## src/rtl/capcmp_pkg.sv

```systemverilog
package capcmp_pkg;

    typedef enum logic [1:0] {
        ACT_OFF    = 2'b00,
        ACT_TOGGLE = 2'b01,
        ACT_LOW    = 2'b10,
        ACT_HIGH   = 2'b11
    } act_e;

    typedef enum logic [1:0] {
        EDG_OFF  = 2'b00,
        EDG_RISE = 2'b01,
        EDG_FALL = 2'b10,
        EDG_ANY  = 2'b11
    } edge_e;

    localparam int A_CNT  = 0;
    localparam int A_MODE = 1;
    localparam int A_ACT  = 2;
    localparam int A_EDGH = 3;
    localparam int A_EDGL = 4;
    localparam int A_FLAG = 5;
    localparam int A_MASK = 6;

endpackage

```

## src/rtl/capcmp_sync.sv

```systemverilog
module capcmp_sync #(
    parameter int W = 8
) (
    input  logic         clk,
    input  logic         rst_n,
    input  logic [W-1:0] raw,
    output logic [W-1:0] lvl,
    output logic [W-1:0] prv
);

    typedef struct packed {
        logic [W-1:0] s1;
        logic [W-1:0] s2;
        logic [W-1:0] s3;
    } sync_t;

    sync_t st_d, st_q;

    always_comb begin
        st_d    = st_q;
        st_d.s1 = raw;
        st_d.s2 = st_q.s1;
        st_d.s3 = st_q.s2;
    end

    always_ff @(posedge clk or negedge rst_n) begin
        if (!rst_n) st_q <= '0;
        else        st_q <= st_d;
    end

    assign lvl = st_q.s2;
    assign prv = st_q.s3;

endmodule

```

## src/rtl/capcmp_channel.sv

```systemverilog
module capcmp_channel
    import capcmp_pkg::*;
#(
    parameter int CW = 16
) (
    input  logic          clk,
    input  logic          rst_n,
    input  logic [CW-1:0] cnt,
    input  logic          in_mode,
    input  act_e          act,
    input  edge_e         edg,
    input  logic          sync_lvl,
    input  logic          sync_prev,
    input  logic          wr_reg,
    input  logic [CW-1:0] wr_data,
    input  logic          clr_flag,
    output logic [CW-1:0] reg_val,
    output logic          flag,
    output logic          pin,
    output logic          pin_oe
);

    typedef struct packed {
        logic [CW-1:0] cap;
        logic          flg;
        logic          pin;
    } chan_t;

    chan_t st_d, st_q;
    logic  rise, fall, hit, cap_evt, cmp_evt;

    always_comb begin
        rise = sync_lvl & ~sync_prev;
        fall = ~sync_lvl & sync_prev;
        case (edg)
            EDG_RISE: hit = rise;
            EDG_FALL: hit = fall;
            EDG_ANY:  hit = rise | fall;
            default:  hit = 1'b0;
        endcase
        cap_evt = in_mode & hit;
        cmp_evt = ~in_mode & (cnt == st_q.cap);

        st_d = st_q;
        if (wr_reg)  st_d.cap = wr_data;
        if (cap_evt) st_d.cap = cnt;
        if (clr_flag) st_d.flg = 1'b0;
        if (cap_evt | cmp_evt) st_d.flg = 1'b1;
        if (cmp_evt) begin
            case (act)
                ACT_TOGGLE: st_d.pin = ~st_q.pin;
                ACT_LOW:    st_d.pin = 1'b0;
                ACT_HIGH:   st_d.pin = 1'b1;
                default:    st_d.pin = st_q.pin;
            endcase
        end
    end

    always_ff @(posedge clk or negedge rst_n) begin
        if (!rst_n) st_q <= '0;
        else        st_q <= st_d;
    end

    assign reg_val = st_q.cap;
    assign flag    = st_q.flg;
    assign pin     = st_q.pin;
    assign pin_oe  = ~in_mode & (act != ACT_OFF);

    AST_CAPTURE_VALUE: assert property (@(posedge clk) disable iff (!rst_n)
        cap_evt |=> (reg_val == $past(cnt)));
    AST_EVENT_SETS_FLAG: assert property (@(posedge clk) disable iff (!rst_n)
        (cap_evt || cmp_evt) |=> flag);
    AST_FLAG_CLEAR: assert property (@(posedge clk) disable iff (!rst_n)
        (clr_flag && !cap_evt && !cmp_evt) |=> !flag);
    AST_PIN_HOLD: assert property (@(posedge clk) disable iff (!rst_n)
        (in_mode || act == ACT_OFF) |=> $stable(pin));
    AST_TOGGLE_FLIPS: assert property (@(posedge clk) disable iff (!rst_n)
        (cmp_evt && act == ACT_TOGGLE) |=> (pin != $past(pin)));

endmodule

```

## src/rtl/capcmp_timer.sv

```systemverilog
module capcmp_timer
    import capcmp_pkg::*;
#(
    parameter int NCH = 8,
    parameter int CW  = 16,
    localparam int AW = $clog2(2 * NCH)
) (
    input  logic           clk,
    input  logic           rst_n,
    input  logic           wr_en,
    input  logic [AW-1:0]  wr_addr,
    input  logic [CW-1:0]  wr_data,
    input  logic [AW-1:0]  rd_addr,
    output logic [CW-1:0]  rd_data,
    input  logic [NCH-1:0] pin_in,
    output logic [NCH-1:0] pin_out,
    output logic [NCH-1:0] pin_oe,
    output logic [NCH-1:0] evt_flag,
    output logic           pacc_a_en,
    output logic           pacc_b_en
);

    localparam int TOP = NCH - 1;

    typedef struct packed {
        logic [CW-1:0]    cnt;
        logic [NCH-1:0]   mode;
        logic [2*NCH-1:0] act;
        logic [2*NCH-1:0] edg;
        logic [NCH-1:0]   mask;
    } ctl_t;

    ctl_t ctl_d, ctl_q;

    logic [NCH-1:0] s_lvl, s_prv, wr_reg, clr;
    logic [CW-1:0]  reg_val [NCH];

    always_comb begin
        ctl_d     = ctl_q;
        ctl_d.cnt = ctl_q.cnt + CW'(1);
        if (wr_en) begin
            if (wr_addr == AW'(A_MODE)) ctl_d.mode = wr_data[NCH-1:0];
            if (wr_addr == AW'(A_ACT))  ctl_d.act  = wr_data[2*NCH-1:0];
            if (wr_addr == AW'(A_EDGH)) ctl_d.edg[2*NCH-1:NCH] = wr_data[NCH-1:0];
            if (wr_addr == AW'(A_EDGL)) ctl_d.edg[NCH-1:0]     = wr_data[NCH-1:0];
            if (wr_addr == AW'(A_MASK)) ctl_d.mask = wr_data[NCH-1:0];
        end
    end

    always_ff @(posedge clk or negedge rst_n) begin
        if (!rst_n) ctl_q <= '0;
        else        ctl_q <= ctl_d;
    end

    capcmp_sync #(.W(NCH)) u_sync (
        .clk   (clk),
        .rst_n (rst_n),
        .raw   (pin_in),
        .lvl   (s_lvl),
        .prv   (s_prv)
    );

    for (genvar i = 0; i < NCH; i++) begin : g_ch
        assign wr_reg[i] = wr_en && (wr_addr == AW'(NCH + i));
        assign clr[i]    = wr_en && (wr_addr == AW'(A_FLAG)) && wr_data[i];

        capcmp_channel #(.CW(CW)) u_ch (
            .clk       (clk),
            .rst_n     (rst_n),
            .cnt       (ctl_q.cnt),
            .in_mode   (ctl_q.mode[i]),
            .act       (act_e'(ctl_q.act[2*i +: 2])),
            .edg       (edge_e'(ctl_q.edg[2*i +: 2])),
            .sync_lvl  (s_lvl[i]),
            .sync_prev (s_prv[i]),
            .wr_reg    (wr_reg[i]),
            .wr_data   (wr_data),
            .clr_flag  (clr[i]),
            .reg_val   (reg_val[i]),
            .flag      (evt_flag[i]),
            .pin       (pin_out[i]),
            .pin_oe    (pin_oe[i])
        );
    end

    always_comb begin
        rd_data = '0;
        if (rd_addr == AW'(A_CNT))  rd_data = ctl_q.cnt;
        if (rd_addr == AW'(A_MODE)) rd_data = CW'(ctl_q.mode);
        if (rd_addr == AW'(A_ACT))  rd_data = CW'(ctl_q.act);
        if (rd_addr == AW'(A_EDGH)) rd_data = CW'(ctl_q.edg[2*NCH-1:NCH]);
        if (rd_addr == AW'(A_EDGL)) rd_data = CW'(ctl_q.edg[NCH-1:0]);
        if (rd_addr == AW'(A_FLAG)) rd_data = CW'(evt_flag);
        if (rd_addr == AW'(A_MASK)) rd_data = CW'(ctl_q.mask);
        for (int i = 0; i < NCH; i++) begin
            if (rd_addr == AW'(NCH + i)) rd_data = reg_val[i];
        end
    end

    assign pacc_a_en = ctl_q.mode[TOP] && (ctl_q.act[2*TOP +: 2] == 2'b00) && !ctl_q.mask[TOP];
    assign pacc_b_en = ctl_q.mode[0]   && (ctl_q.act[1:0] == 2'b00)       && !ctl_q.mask[0];

    AST_CNT_STEP: assert property (@(posedge clk) disable iff (!rst_n)
        1'b1 |=> (ctl_q.cnt == $past(ctl_q.cnt) + CW'(1)));
    AST_EDGE_HOLD: assert property (@(posedge clk) disable iff (!rst_n)
        !(wr_en && wr_addr == AW'(A_EDGH)) |=> $stable(ctl_q.edg[2*NCH-1:NCH]));
    AST_PACC_A_NO_DRIVE: assert property (@(posedge clk) disable iff (!rst_n)
        pacc_a_en |-> !pin_oe[TOP]);
    AST_PACC_B_NO_DRIVE: assert property (@(posedge clk) disable iff (!rst_n)
        pacc_b_en |-> !pin_oe[0]);

endmodule

```

## config.mk

```make
export PLATFORM = sky130hd
export DESIGN_NAME = capcmp_timer
export DESIGN_NICKNAME = d
export VERILOG_FILES = /design/src/rtl/capcmp_pkg.sv /design/src/rtl/capcmp_sync.sv /design/src/rtl/capcmp_channel.sv /design/src/rtl/capcmp_timer.sv
export SDC_FILE = /design/constraint.sdc
export NUM_CORES = 1
export LEC_CHECK = 0
export BUFFER_PORTS_ARGS = -buffer_cell sky130_fd_sc_hd__buf_2
export CAP_MARGIN = 25
export CORE_ASPECT_RATIO = 1.2
export CORE_MARGIN = 8
export CORE_UTILIZATION = 35
export CTS_BUF_LIST = sky130_fd_sc_hd__clkbuf_8
export DETAILED_ROUTE_END_ITERATION = 6
export GPL_TIMING_DRIVEN = 0
export HOLD_SLACK_MARGIN = 0.02
export PLACE_DENSITY = 0.63
export SETUP_SLACK_MARGIN = 0.4
export SLEW_MARGIN = 10
export SYNTH_ARGS = -nofsm -noshare
export SYNTH_HDL_FRONTEND = slang
export SYNTH_HIERARCHICAL = 1
export SYNTH_SLANG_ARGS = --single-unit
```

## constraint.sdc

```tcl
create_clock -name clk -period 2.3 [get_ports clk]
set_clock_uncertainty 0.05 [all_clocks]
set_input_delay 0.115 -clock clk [delete_from_list [all_inputs] [get_ports clk]]
set_output_delay 0.115 -clock clk [all_outputs]
set_load 0.1 [all_outputs]
```

# [Word-level counts from Yosys, hierarchy flattened]
# Cells that the tools add are included.
[word_totals] ff_bits=232 latch_bits=0 ram_bits=0 romBits=0 out_inout_bits=42 word_cells=340 memories=0
[op_classes] add_sub_neg=1 multipliers=0 div_mod_pow=0 n_lt_le_gt_ge=0 eq_ne=84 shift=0 muxes=63 bitwise=88 reduce_logical=71
[ops] op="two-way mux 16 bit" count=31
[ops] op="equality test 16 bit" count=8
[ops] op="equality test 2 bit (second input constant)" count=32
[ops] op="equality test 4 bit (second input constant)" count=16
[ops] op="case mux 1 bit (3 select lines)" count=16
[ops] op="nonzero test 2 bit" count=24
[ops] op="AND 1 bit" count=40
[ops] op="equality test 2 x 1 -> 1 bit (second input constant)" count=16
[ops] op="NOT 1 bit" count=32
[ops] op="AND reduction 2 bit" count=13
[ops] op="equality test 4 x 3 -> 1 bit (second input constant)" count=6
[ops] op="nonzero test 3 bit" count=8
[ops] op="logical AND 1 bit" count=21
[ops] op="adder 16 x 1 -> 16 bit (second input constant)" count=1
[ops] op="equality test 4 x 2 -> 1 bit (second input constant)" count=4
[ops] op="two-way mux 1 bit" count=16
[ops] op="bitwise OR 1 bit" count=16
[ops] op="equality test 4 x 1 -> 1 bit (second input constant)" count=2
[ops] op="zero test 2 bit" count=2
[ops] op="zero test 4 bit" count=1
[ops] op="zero test 1 bit" count=2

# [Longest topological paths before layout]
# Gate-level depths: netlist of the first run.
[depth] ltp_word=16 mapped_depth=9 depth_no_buf=7

# [By module]
# The synthesis of the first run kept the hierarchy.
[modules_own_cells] module="capcmp_channel" instances=8 cells_each=111 area_per_inst_um2=1103.6 seq_area_each_um2=450.4
[modules_own_cells] module="capcmp_timer" instances=1 cells_each=481 area_per_inst_um2=4554.4 seq_area_each_um2=1601.5
[modules_own_cells] module="capcmp_sync" instances=1 cells_each=32 area_per_inst_um2=660.6 seq_area_each_um2=600.6

# [Least setup slack after synthesis of the first run]
# Ideal clock, no wire load.
[synth_path] kind="register to output" startpoint="register ctl_q[38] in the netlist's numbering" endpoint="output port pacc_a_en" arrival_ns=3.586 required_ns=2.135 setup_slack_ns=-1.451 stages_incl_launch_ff=2 path_cell_list="dfrtp_1 > nor4b_1"
[synth_between] elab_chain_len=3
[synth_rtl] element="start: declaration" line="capcmp_timer.sv:33" source="ctl_t ctl_d, ctl_q;"
[synth_rtl] element="start signal: assignment" line="capcmp_timer.sv:52" source="else ctl_q <= ctl_d;"
[synth_rtl] element="zero test 2 bit" line="capcmp_timer.sv:100" source="assign pacc_a_en = ctl_q.mode[TOP] && (ctl_q.act[2*TOP +: 2] == 2'b00) && !ctl_q.mask[TOP];"
[synth_rtl] element="logical AND 1 bit (2 in series)" line="capcmp_timer.sv:100"
[synth_rtl] element="end: declaration" line="capcmp_timer.sv:19" source="output logic pacc_a_en,"
# Every way passes these cells.

# [Worst setup path after layout of the first run]
[layout_path] startpoint="register ctl_q[53] in the netlist's numbering" endpoint="output port rd_data[5]"
[layout_between] elab_chain_len=15
[layout_rtl] element="two-way mux 16 bit" line="capcmp_timer.sv:88" source="if (rd_addr == AW'(A_CNT)) rd_data = ctl_q.cnt;"
[layout_rtl] element="two-way mux 16 bit" line="capcmp_timer.sv:89" source="if (rd_addr == AW'(A_MODE)) rd_data = CW'(ctl_q.mode);"
[layout_rtl] element="two-way mux 16 bit" line="capcmp_timer.sv:90" source="if (rd_addr == AW'(A_ACT)) rd_data = CW'(ctl_q.act);"
[layout_rtl] element="two-way mux 16 bit" line="capcmp_timer.sv:91" source="if (rd_addr == AW'(A_EDGH)) rd_data = CW'(ctl_q.edg[2*NCH-1:NCH]);"
[layout_rtl] element="two-way mux 16 bit" line="capcmp_timer.sv:92" source="if (rd_addr == AW'(A_EDGL)) rd_data = CW'(ctl_q.edg[NCH-1:0]);"
[layout_rtl] element="two-way mux 16 bit" line="capcmp_timer.sv:93" source="if (rd_addr == AW'(A_FLAG)) rd_data = CW'(evt_flag);"
[layout_rtl] element="two-way mux 16 bit" line="capcmp_timer.sv:94" source="if (rd_addr == AW'(A_MASK)) rd_data = CW'(ctl_q.mask);"
[layout_rtl] element="two-way mux 16 bit (8 in series)" line="capcmp_timer.sv:96" source="if (rd_addr == AW'(NCH + i)) rd_data = reg_val[i];"
[layout_rtl] element="end: declaration" line="capcmp_timer.sv:14" source="output logic [CW-1:0] rd_data,"
# Every way passes these cells.

==> summary.md, run 1 <==
| Metric | Value |
|---|---|
| Status | `finished with violations` |
| Violated checks | `DRC, setup timing` |
| I/O Buffers | `75` |
| RSZ-0062 raised after global routing | `yes` |
| Max-cap check violation count | `0` |
| H-Tree Depth | `2` |
| Antenna Diode Count | `0` |
| Total GRT Usage | `23.84%` |
| GRT overflow | `0` |
| Syn avg cell area | `around 10 sq um` |
| Dpl hpwl | `slightly below 40000 um` |
| DR DRC count | `6` |
| Peak VDD IR | `~0.94 mV` |
| CTS clk-pin slew, worst paths | `50 ps` |
| Post-route insts no fill | `2202` |
| Share of cells above drive strength 1 | `33.25%` |
| Synth area leaders | `dfrtp_1 (41%), mux2i_1 (11%), xnor2_1 (8.0%)` |
| Final hold viol count | `0` |
| Power density cells | `1033 nW/um^2` |
| Clock Path Buffers | `3` |
| Nature of the critical path startpoint | `flip-flop` |
| Worst Setup Path Type | `reg -> out` |
| Max Freq | `412.5 MHz` |
| Power share of the clock group | `22.0%` |
| Post-Synthesis Cells | `1401` |
| Worst EP arrival | `2260 ps` |
| Internal power consumption | `0.01097 W` |
| WL final | `57460 um` |
| Num Clock Sinks | `232` |
| CORE AREA | `39640 sq um` |
| Hold WS | `41.41 ps` |
| Worst Path Required | `2130 ps` |
| PnR worst setup slack | `-124.1 ps` |
| Post-synthesis sequential area ratio | `41.34%` |
| Final Max Slew Viols | `0` |
| R2R cell count | `7` |
| Synth top area share | `41.34%` |
| Num CTS Buffers | `42` |
| Netlist Area Pre-Place | `14040 sq um` |
| Top cells by count, synth | `dfrtp_1 (232), nand2_1 (158), mux2i_1 (150), xnor2_1 (129), o21ai_1 (118)` |
| WL per Instance | `26.09 um` |
| Die area | `46820 sq um` |
| Via count | `12636` |
| P_leak | `between 7 and 8 nW` |
| Vias in the first global route | `12578` |
| Fin crit share | `105.4%` |
| Vias per cell | `around 5.7` |
| Initial antenna violation count | `0` |
| Post-route minimum period | `2424 ps` |
| Largest net degree at the start of global routing | `99` |
| CTS tree | `built` |
| Setup TNS Final | `-735.0 ps` |
| CTS root buf | `clkbuf_8` |
| Worst Hold Class | `in -> async` |
| Storage element area | `just under 6000 sq um` |
| Setup Slack @ Placement | `-541.9 ps` |
| Antenna viol nets, final | `0` |
| Top-count cell post-synth | `dfrtp_1` |
| Sequential Power Share | `about 38%` |
| Post-synth ARST share | `100.0%` |
| Synth warn | `6` |
| Multi-input gate area | `~8400 sq um` |
| Inst Count DP | `just over 2000` |
| # IOs | `77` |
| Switching power | `0.007933 W` |
| Net Count, Synth | `1453` |
| Largest area contributor in the netlist | `dfrtp_1` |
| Rows | `80` |
| Gate power share | `about two fifths` |
| # fillers | `3773` |
| Post-layout util | `46.17%` |
| First-pass GRT wire length | `83690 um` |
| Layout area overhead | `30.32%` |
| EDFF count, synth | `0` |
| TritonRoute pass-1 iters | `7` |
| Worst Path Max Fanout | `2` |
| Sw Ratio | `41.97%` |
| Iter 0 DRT Violations | `1216` |
| Initial Util | `35.43%` |
| Clk Latency, worst-skew pair | `590 ps` |
| Final Wtd Congestion | `0.9899` |
| Rel. slew slack | `38.27%` |
| Most common flop cell mapped by yosys | `dfrtp_1` |
| Final nets | `approximately 1700` |
| Worst-Margin Slew | `925.0 ps` |
| CP endpoint kind | `output pin` |
| Die width | `198.9 um` |
| Die Height | `235.4 um` |
| Yosys reg bits | `232` |
| Final setup viols | `11` |
| Distinct cells, synth | `60` |
[cell type report]
class	instances	share of cell area [%]
timing repair buffer	192	9.400
sequential	232	32.17
inverter	37	0.8067
clock inverter	18	0.5538
multi-input combinational	1051	45.74
buffer	82	3.391
tap	533	3.644
clock buffer	57	4.287
[worst max-delay path: stages, from the launching register on]
cell,delay [ps]
dfrtp_4,520
mux2_2,290
o221ai_2,150
a21oi_1,110
o211ai_1,290
a21oi_4,110
buf_12,200
[timing repair]
action,4_1_cts,5_1_grt
endpoints found under the hold margin,213,0
pin swaps,45,43
buffers inserted,46,41
cloned,0,10
endpoints found under the setup margin,66,142
resized for setup,171,115
hold buffers,17,0
[power groups by stage]
stage	Combinational, W	Clock [W]	Sequential, W
6_report	0.00757	0.00416	0.00718
5_1_grt	0.00804	0.00441	0.00727
4_1_cts	0.00708	0.00423	0.00710
3_5_place_dp	0.00620	0	0.00721
3_3_place_gp	0.00605	0	0.00718
2_1_floorplan	0.00442	0	0.00699
[per-stage QoR]
stage                     total power (W)  area [sq um]
after global routing              0.01971         18300
after floorplan                   0.01142         14280
after detailed placement          0.01341         15410
after CTS                         0.01841         17510
final                             0.01890         18300
after global placement            0.01324         15320
[routing by layer]
metal	routed length [um]	vias up	global-route usage, %	share of wire [%]
met4	4922	0	15.90	8.6
met5	0	-	0	0
li1	-	5449	-	-
met2	26620	661	38.13	46
met1	21690	6294	28.56	38
met3	4217	232	4.819	7.3
[logic make-up after synthesis]
family / share of synthesized area, %
AOI/OAI and AO/OA: 13.07
xor gates and xnor gates: 8.856
adders and majority gates: 1.515
buffers and inverters: 4.606
DFF: 41.34
muxes: 17.03
and+or+nand+nor: 13.59
[state kept, by name, indices dropped and copies added (netlist names)]
register / cells
g_ch.u_ch/flag: 8
g_ch.u_ch/pin: 8
u_sync/st_d: 8
g_ch.u_ch/reg_val: 128
u_sync/prv: 8
u_sync/lvl: 8
ctl_q: 64
[layout by cell type, fill, tap and decap left out, drive strengths merged, types with 9 or more instances in the layout]
| cell | n |
|---|---|
| dlygate4sd3 | 17 |
| a21boi | 10 |
| nand3 | 32 |
| nand3b | 12 |
| mux2 | 55 |
| nand2 | 159 |
| buf | 241 |
| nor3 | 35 |
| nor2 | 61 |
| inv | 49 |
| a21oi | 38 |
| a31oi | 22 |
| nor2b | 15 |
| xor2 | 13 |
| nand2b | 9 |
| o21ai | 176 |
| clkbuf | 73 |
| mux4 | 12 |
| xnor2 | 129 |
| dfrtp | 232 |
| nand4 | 27 |
| ha | 17 |
| mux2i | 150 |
[path summary, 6_finish.rpt]
kind	startpoint	end	slack (ps)
setup reg to reg	ctl_q[52]	g_ch[2].u_ch/pin	290
hold / removal	rst_n	u_sync/st_d[8]	40
setup / recovery	ctl_q[53]	rd_data[5]	-120
min in group clk	wr_data[7]	g_ch[6].u_ch/reg_val[7]	50
hold reg to reg	u_sync/st_d[8]	u_sync/lvl[0]	300
max in group asynchronous	rst_n	g_ch[7].u_ch/flag	820
No activity file was read; power rests on OpenSTA's default activity.
==> run 2, diff against run 1 <==
--- a/config.mk
+++ b/config.mk
@@ -16,5 +16,5 @@
 export HOLD_SLACK_MARGIN = 0.02
 export PLACE_DENSITY = 0.63
-export SETUP_SLACK_MARGIN = 0.4
+export SETUP_SLACK_MARGIN = 0.5
 export SLEW_MARGIN = 10
 export SYNTH_ARGS = -nofsm -noshare
==> constraint.sdc (replaced) <==
create_clock -name clk -period 2.3 [get_ports clk]
set_clock_uncertainty 0.05 [all_clocks]
set_input_delay 0.46 -clock clk [delete_from_list [all_inputs] [get_ports clk]]
set_output_delay 0.46 -clock clk [all_outputs]
set_load 0.1 [all_outputs]
==> run 2 against run 1 <==
Net effect: the run ends with setup timing left; total power up 6.8%; clock-buffer cell count shrank 4; clock power is essentially flat; register-to-register slack worse by 40 ps; maximum frequency down 15%; non-clock buffer count increased by 34; worst hold slack improved by 230 ps; first-iteration DRC count rose by 14%; via count is 4.6% higher; sequential share of layout area fell by 2.8 points; largest cell class unchanged; highest routed layer unchanged.
==> summary.md, run 2 (synthesis results as in run 1) <==
| Metric | Value |
|---|---|
| PnR worst setup slack | `-562.4 ps` |
| GRT overflow | `0` |
| Setup TNS Final | `-5808 ps` |
| CTS clk-pin slew, worst paths | `about 70 ps` |
| Status | `finished with violations` |
| Worst Path Required | `1790 ps` |
| Antenna Diode Count | `0` |
| Vias in the first global route | `12902` |
| Rel. slew slack | `37.92%` |
| RSZ-0062 raised after global routing | `yes` |
| Iter 0 DRT Violations | `roughly 1400` |
| Num Clock Sinks | `232` |
| Largest net degree at the start of global routing | `83` |
| Antenna viol nets, final | `0` |
| I/O Buffers | `between 70 and 80` |
| Post-route minimum period | `2862 ps` |
| Peak VDD IR | `0.7468 mV` |
| Cell Chain, Critical Path | `o22ai_2 > a22o_1 > or4_4 > a32oi_4 > buf_12` |
| Layout area overhead | `43.37%` |
| # IOs | `between 70 and 80` |
| Final nets | `between 1500 and 2000` |
| Die width | `between 150 and 200 um` |
| Die Height | `235.4 um` |
| Nature of the critical path startpoint | `flip-flop` |
| WL per Instance | `27.58 um` |
| DR DRC count | `0` |
| Num CTS Buffers | `roughly 40` |
| Clock Path Buffers | `3` |
| Most frequent cells in the layout | `dfrtp_1 (182), mux2i_1 (149), xnor2_1 (119), buf_6 (86), buf_4 (82)` |
| First-pass GRT wire length | `86280 um` |
| P_leak | `8.065 nW` |
| Tot Pwr | `approximately 0.02 W` |
| Share of cells above drive strength 1 | `around 46%` |
| Die area | `46820 sq um` |
| # fillers | `3562` |
| Worst Hold Class | `in -> reg` |
| Fin crit share | `124.5%` |
| Max-cap check violation count | `0` |
| Buf/Inv on CP | `1` |
| Crit-path max cell delay | `540 ps` |
| Violated checks | `setup timing` |
| Top delay family on crit path | `compound AO/OA/AOI/OAI gates` |
| CTS tree | `built` |
| Max Freq | `349.4 MHz` |
| Via count | `13212` |
| Most common cell after layout, fill and taps aside | `dfrtp_1` |
| Worst Path Max Fanout | `2` |
| Vias per cell | `5.901` |
| Worst EP arrival | `2350 ps` |
| Initial antenna violation count | `0` |
| Final hold viol count | `0` |
| WL final | `61760 um` |
| Initial Util | `between 30% and 40%` |
| Final setup viols | `17` |
| Total GRT Usage | `24.74%` |
| Final Max Slew Viols | `0` |
| Worst Setup Path Type | `reg -> out` |
| Max reg flops | `128` |
| Power density cells | `1002 nW/um^2` |
| CORE AREA | `39640 sq um` |
| Final Wtd Congestion | `0.9820` |
| Rows | `80` |
| CTS root buf | `clkbuf_8` |
| Dpl hpwl | `39350 um` |
| Crit path max-delay cell type | `or4_4` |
| H-Tree Depth | `2` |
| TritonRoute pass-1 iters | `7` |
| Worst-Margin Slew | `927.8 ps` |
| CP endpoint kind | `output pin` |
| Clk Latency, worst-skew pair | `around 600 ps` |
run 2: changes by cell type in the layout (fill, tap and decap cells not counted), sizes merged, moves of 4 or more:
cell | before | now
dlygate4sd3 | 17 | 9
a21boi | 10 | 14
buf | 241 | 285
clkbuf | 73 | 67
run 2: per-layer routing:
layer  track usage, %  wire (um)  share of wire (%)
met5                0          0                  0
met3            4.690       5034                8.2
met1            30.00      22970                 37
met2            40.24      28760                 47
met4            14.64       4997                8.1
run 2: path summary, 6_finish.rpt:
path / start / endpoint / slack [ps] / cells past startpoint
worst max-delay path: ctl_q[24] / rd_data[0] / -560 / 5
worst min register to register: u_sync/st_d[14] / u_sync/lvl[6] / 290 / 0
worst min-delay path: wr_data[12] / g_ch[3].u_ch/reg_val[12] / 270 / 3
max in group asynchronous: rst_n / g_ch[6].u_ch/reg_val[2] / 930 / 3
worst max register to register: ctl_q[52] / g_ch[0].u_ch/pin / 250 / 8
min in group asynchronous: rst_n / u_sync/st_d[8] / 390 / 2
run 2: cell type report:
cell class              count  area (sq um)  area share, %
multi-input cells        1055          9195          45.67
plain buffers              82         827.0          4.108
well taps                 533         666.9          3.312
flip-flops and latches    232          5906          29.33
inverters                  37         163.9         0.8141
clock buffers              53         729.5          3.623
clock inverters            21         143.9         0.7146
repair buffers            226          2502          12.43
run 2: stage by stage:
| step | setup WS [ps] | cell area, sq um | instances | hold slack, ps | utilization [%] |
|---|---|---|---|---|---|
| after floorplan | -278.0 | 14500 | 1401 | 114.4 | - |
| after detailed placement | -1006 | 15640 | 2013 | 285.5 | 39.46 |
| final | -562.4 | 20130 | 2239 | 267.7 | 50.80 |
| after CTS | -564.1 | 18580 | 2180 | 266.5 | 46.87 |
| after global routing | -616.2 | 20130 | 2239 | 270.6 | 50.80 |
| after global placement | -4046 | 15540 | 2009 | 283.0 | 39.20 |
run 2: power breakdown:
group	leakage (nW)	total (W)	switching, W	internal [W]
sequential	2.84	0.00729	0.00186	0.00543
combinational	4.73	0.00874	0.00480	0.00394
clock	0.495	0.00415	0.00186	0.00229
total	8.07	0.0202	0.00852	0.0117
run 2: repair_timing:
| item | CTS | global route |
|---|---|---|
| setup endpoints to repair | 188 | 176 |
| gates cloned | 19 | 10 |
| endpoints found under the hold margin | 76 | 0 |
| resized for setup | 362 | 300 |
| hold buffers | 9 | 0 |
| pin swaps | 56 | 106 |
| buffers inserted | 65 | 49 |
run 2: tightest hold or removal path, stage by stage:
cell and delay, ps:
buf_2 190, mux2i_1 160, o21ai_1 70
==> run 3, diff against run 2 <==
Settings changed: CTS_CLUSTER_DIAMETER set to 50, PLACE_DENSITY 0.63 to 0.57.
==> run 3 against run 2 <==
Net effect: the run still ends with setup timing left; final cell count is 0.18% higher; total power down 0.96%; routed wire length shrank 0.99%; clock power shrank 4%; core utilization decreased by 0.13 points; clock-buffer cell count shrank 2; non-clock buffer count unchanged; final area decreased by 0.25%; sequential cell count did not move; combinational power about the same; critical endpoint is now rd_data[4]; largest power group unchanged.
==> summary.md, run 3 (synthesis results as in run 1) <==
| Metric | Value |
|---|---|
| Inst Count DP | `about 2000` |
| Post-route minimum period | `2814 ps` |
| Worst-Margin Slew | `~890 ps` |
| CTS root buf | `clkbuf_8` |
| Status | `finished with violations` |
| Worst hold start | `u_sync/st_d[9]` |
| PnR worst setup slack | `-513.6 ps` |
| TritonRoute pass-1 iters | `5` |
| CTS clk-pin slew, worst paths | `60 ps` |
| Initial antenna violation count | `5` |
| Vias per cell | `roughly 5.8` |
| Worst Hold Path EP | `u_sync/lvl[1]` |
| Post-route insts no fill | `2243` |
| R2R cell count | `8` |
| Largest net degree at the start of global routing | `slightly above 100` |
| Clock Path Buffers | `3` |
| Worst Path Max Fanout | `2` |
| Setup Slack @ Placement | `-829.0 ps` |
| Nature of the critical path startpoint | `flip-flop` |
| Violated checks | `setup timing` |
| Worst r2r src | `ctl_q[52]` |
| # IOs | `77` |
| Num Clock Sinks | `232` |
| Die width | `198.9 um` |
| Die Height | `235.4 um` |
| Rel. slew slack | `40.32%` |
| Final Max Slew Viols | `0` |
| CTS tree | `built` |
| Reg2Reg Setup Slack | `~180 ps` |
| DR DRC count | `0` |
| RSZ-0062 raised after global routing | `yes` |
| Worst Hold Class | `reg -> reg` |
| H-Tree Depth | `2` |
| Dpl hpwl | `39340 um` |
| First-pass GRT wire length | `86380 um` |
| Total GRT Usage | `24.95%` |
| WL per Instance | `27.26 um` |
| Most common cell after layout, fill and taps aside | `dfrtp_1` |
| Reg-to-Reg End | `g_ch[7].u_ch/flag` |
| CP endpoint kind | `output pin` |
| Num CTS Buffers | `43` |
| Final Wtd Congestion | `0.9921` |
| Peak VDD IR | `0.6295 mV` |
| Fin crit share | `122.3%` |
| Clk Latency, worst-skew pair | `570 ps` |
| Via count | `12999` |
| Worst EP arrival | `approximately 2300 ps` |
| Final hold viol count | `0` |
| Worst Setup Path Type | `reg -> out` |
| Vias in the first global route | `12690` |
| Max Freq | `355.4 MHz` |
| Initial Util | `35.43%` |
| Share of cells above drive strength 1 | `46.98%` |
| Power density cells | `995.2 nW/um^2` |
| I/O Buffers | `75` |
| WL final | `a little over 60000 um` |
| Hold Crit Depth | `0` |
| Antenna viol nets, final | `0` |
| GRT overflow | `0` |
| Rows | `80` |
| Final setup viols | `16` |
| Max reg flops | `128` |
| Layout area overhead | `43.01%` |
| Most frequent cells in the layout | `dfrtp_1 (185), mux2i_1 (150), xnor2_1 (115), nand2_2 (99), buf_4 (93)` |
| Max-cap check violation count | `0` |
| Die area | `46820 sq um` |
| CORE AREA | `39640 sq um` |
| Worst Path Required | `1790 ps` |
| Iter 0 DRT Violations | `1198` |
| P_leak | `about 8 nW` |
| Final nets | `1728` |
run 3: cell types whose count changed in the layout (fill, tap and decap cells not counted), sizes merged:
cell,delta
a21boi,-1
clkbuf,-1
diode,+3
inv,+4
clkinv,+1
buf,-1
bufinv,-1
run 3: cell type report:
| type | instances | area [sq um] |
|---|---|---|
| tap | 533 | 666.9 |
| clock inverter | 25 | 141.4 |
| antenna | 3 | 7.507 |
| timing repair buffer | 226 | 2466 |
| multi-input combinational | 1054 | 9231 |
| inverter | 37 | 163.9 |
| fill | 3647 | 19560 |
| sequential | 232 | 5902 |
| clock buffer | 51 | 701.9 |
| buffer | 82 | 802.0 |
run 3: repair_timing:
item,CTS,global route
pin swaps,74,90
resized for setup,404,257
buffers inserted,72,43
hold buffers,9,0
endpoints found under the setup margin,187,180
hold endpoints to repair,51,0
gates cloned,21,7
run 3: metrics by stage:
step                cell area [sq um]  util, %  total power, W  setup TNS (ps)  hold WS [ps]
CTS                             18760    47.33         0.01917           -6077         269.2
floorplan                       14500        -         0.01151          -598.9         114.4
global route                    20080    50.66         0.02079           -6136         284.7
detailed placement              15630    39.44         0.01355          -13700         286.5
global placement                15540    39.20         0.01340         -868630         284.4
finish                          20080    50.67         0.01999           -5527         291.3
run 3: worst max path at each step:
| stage | slack (ps) | start | cells past startpoint | to |
|---|---|---|---|---|
| floorplan | -280 | rd_addr[0] | 5 | rd_data[0] |
| global placement | -4140 | rst_n | 1 | g_ch[6].u_ch/flag |
| detailed placement | -830 | rd_addr[3] | 7 | rd_data[0] |
| CTS | -510 | ctl_q[52] | 6 | rd_data[4] |
| global route | -530 | ctl_q[52] | 6 | rd_data[4] |
| finish | -510 | ctl_q[52] | 6 | rd_data[4] |
run 3: critical path, stage by stage, from the launching register on:
cell,delay (ps)
dfrtp_4,530
mux2_4,290
o221ai_2,140
a21oi_2,70
o211ai_1,350
a21oi_4,140
buf_12,190
run 3: metal layers:
layer,wire [um],global-route usage (%)
met1,22940,29.87
met3,4694,5.177
met5,12,0
met4,4895,16.55
met2,28600,39.87
run 3: power by group:
group / internal (W) / total, W / switching (W)
combinational: 0.00396 / 0.00874 / 0.00478
sequential: 0.00543 / 0.00727 / 0.00184
clock: 0.00213 / 0.00398 / 0.00186
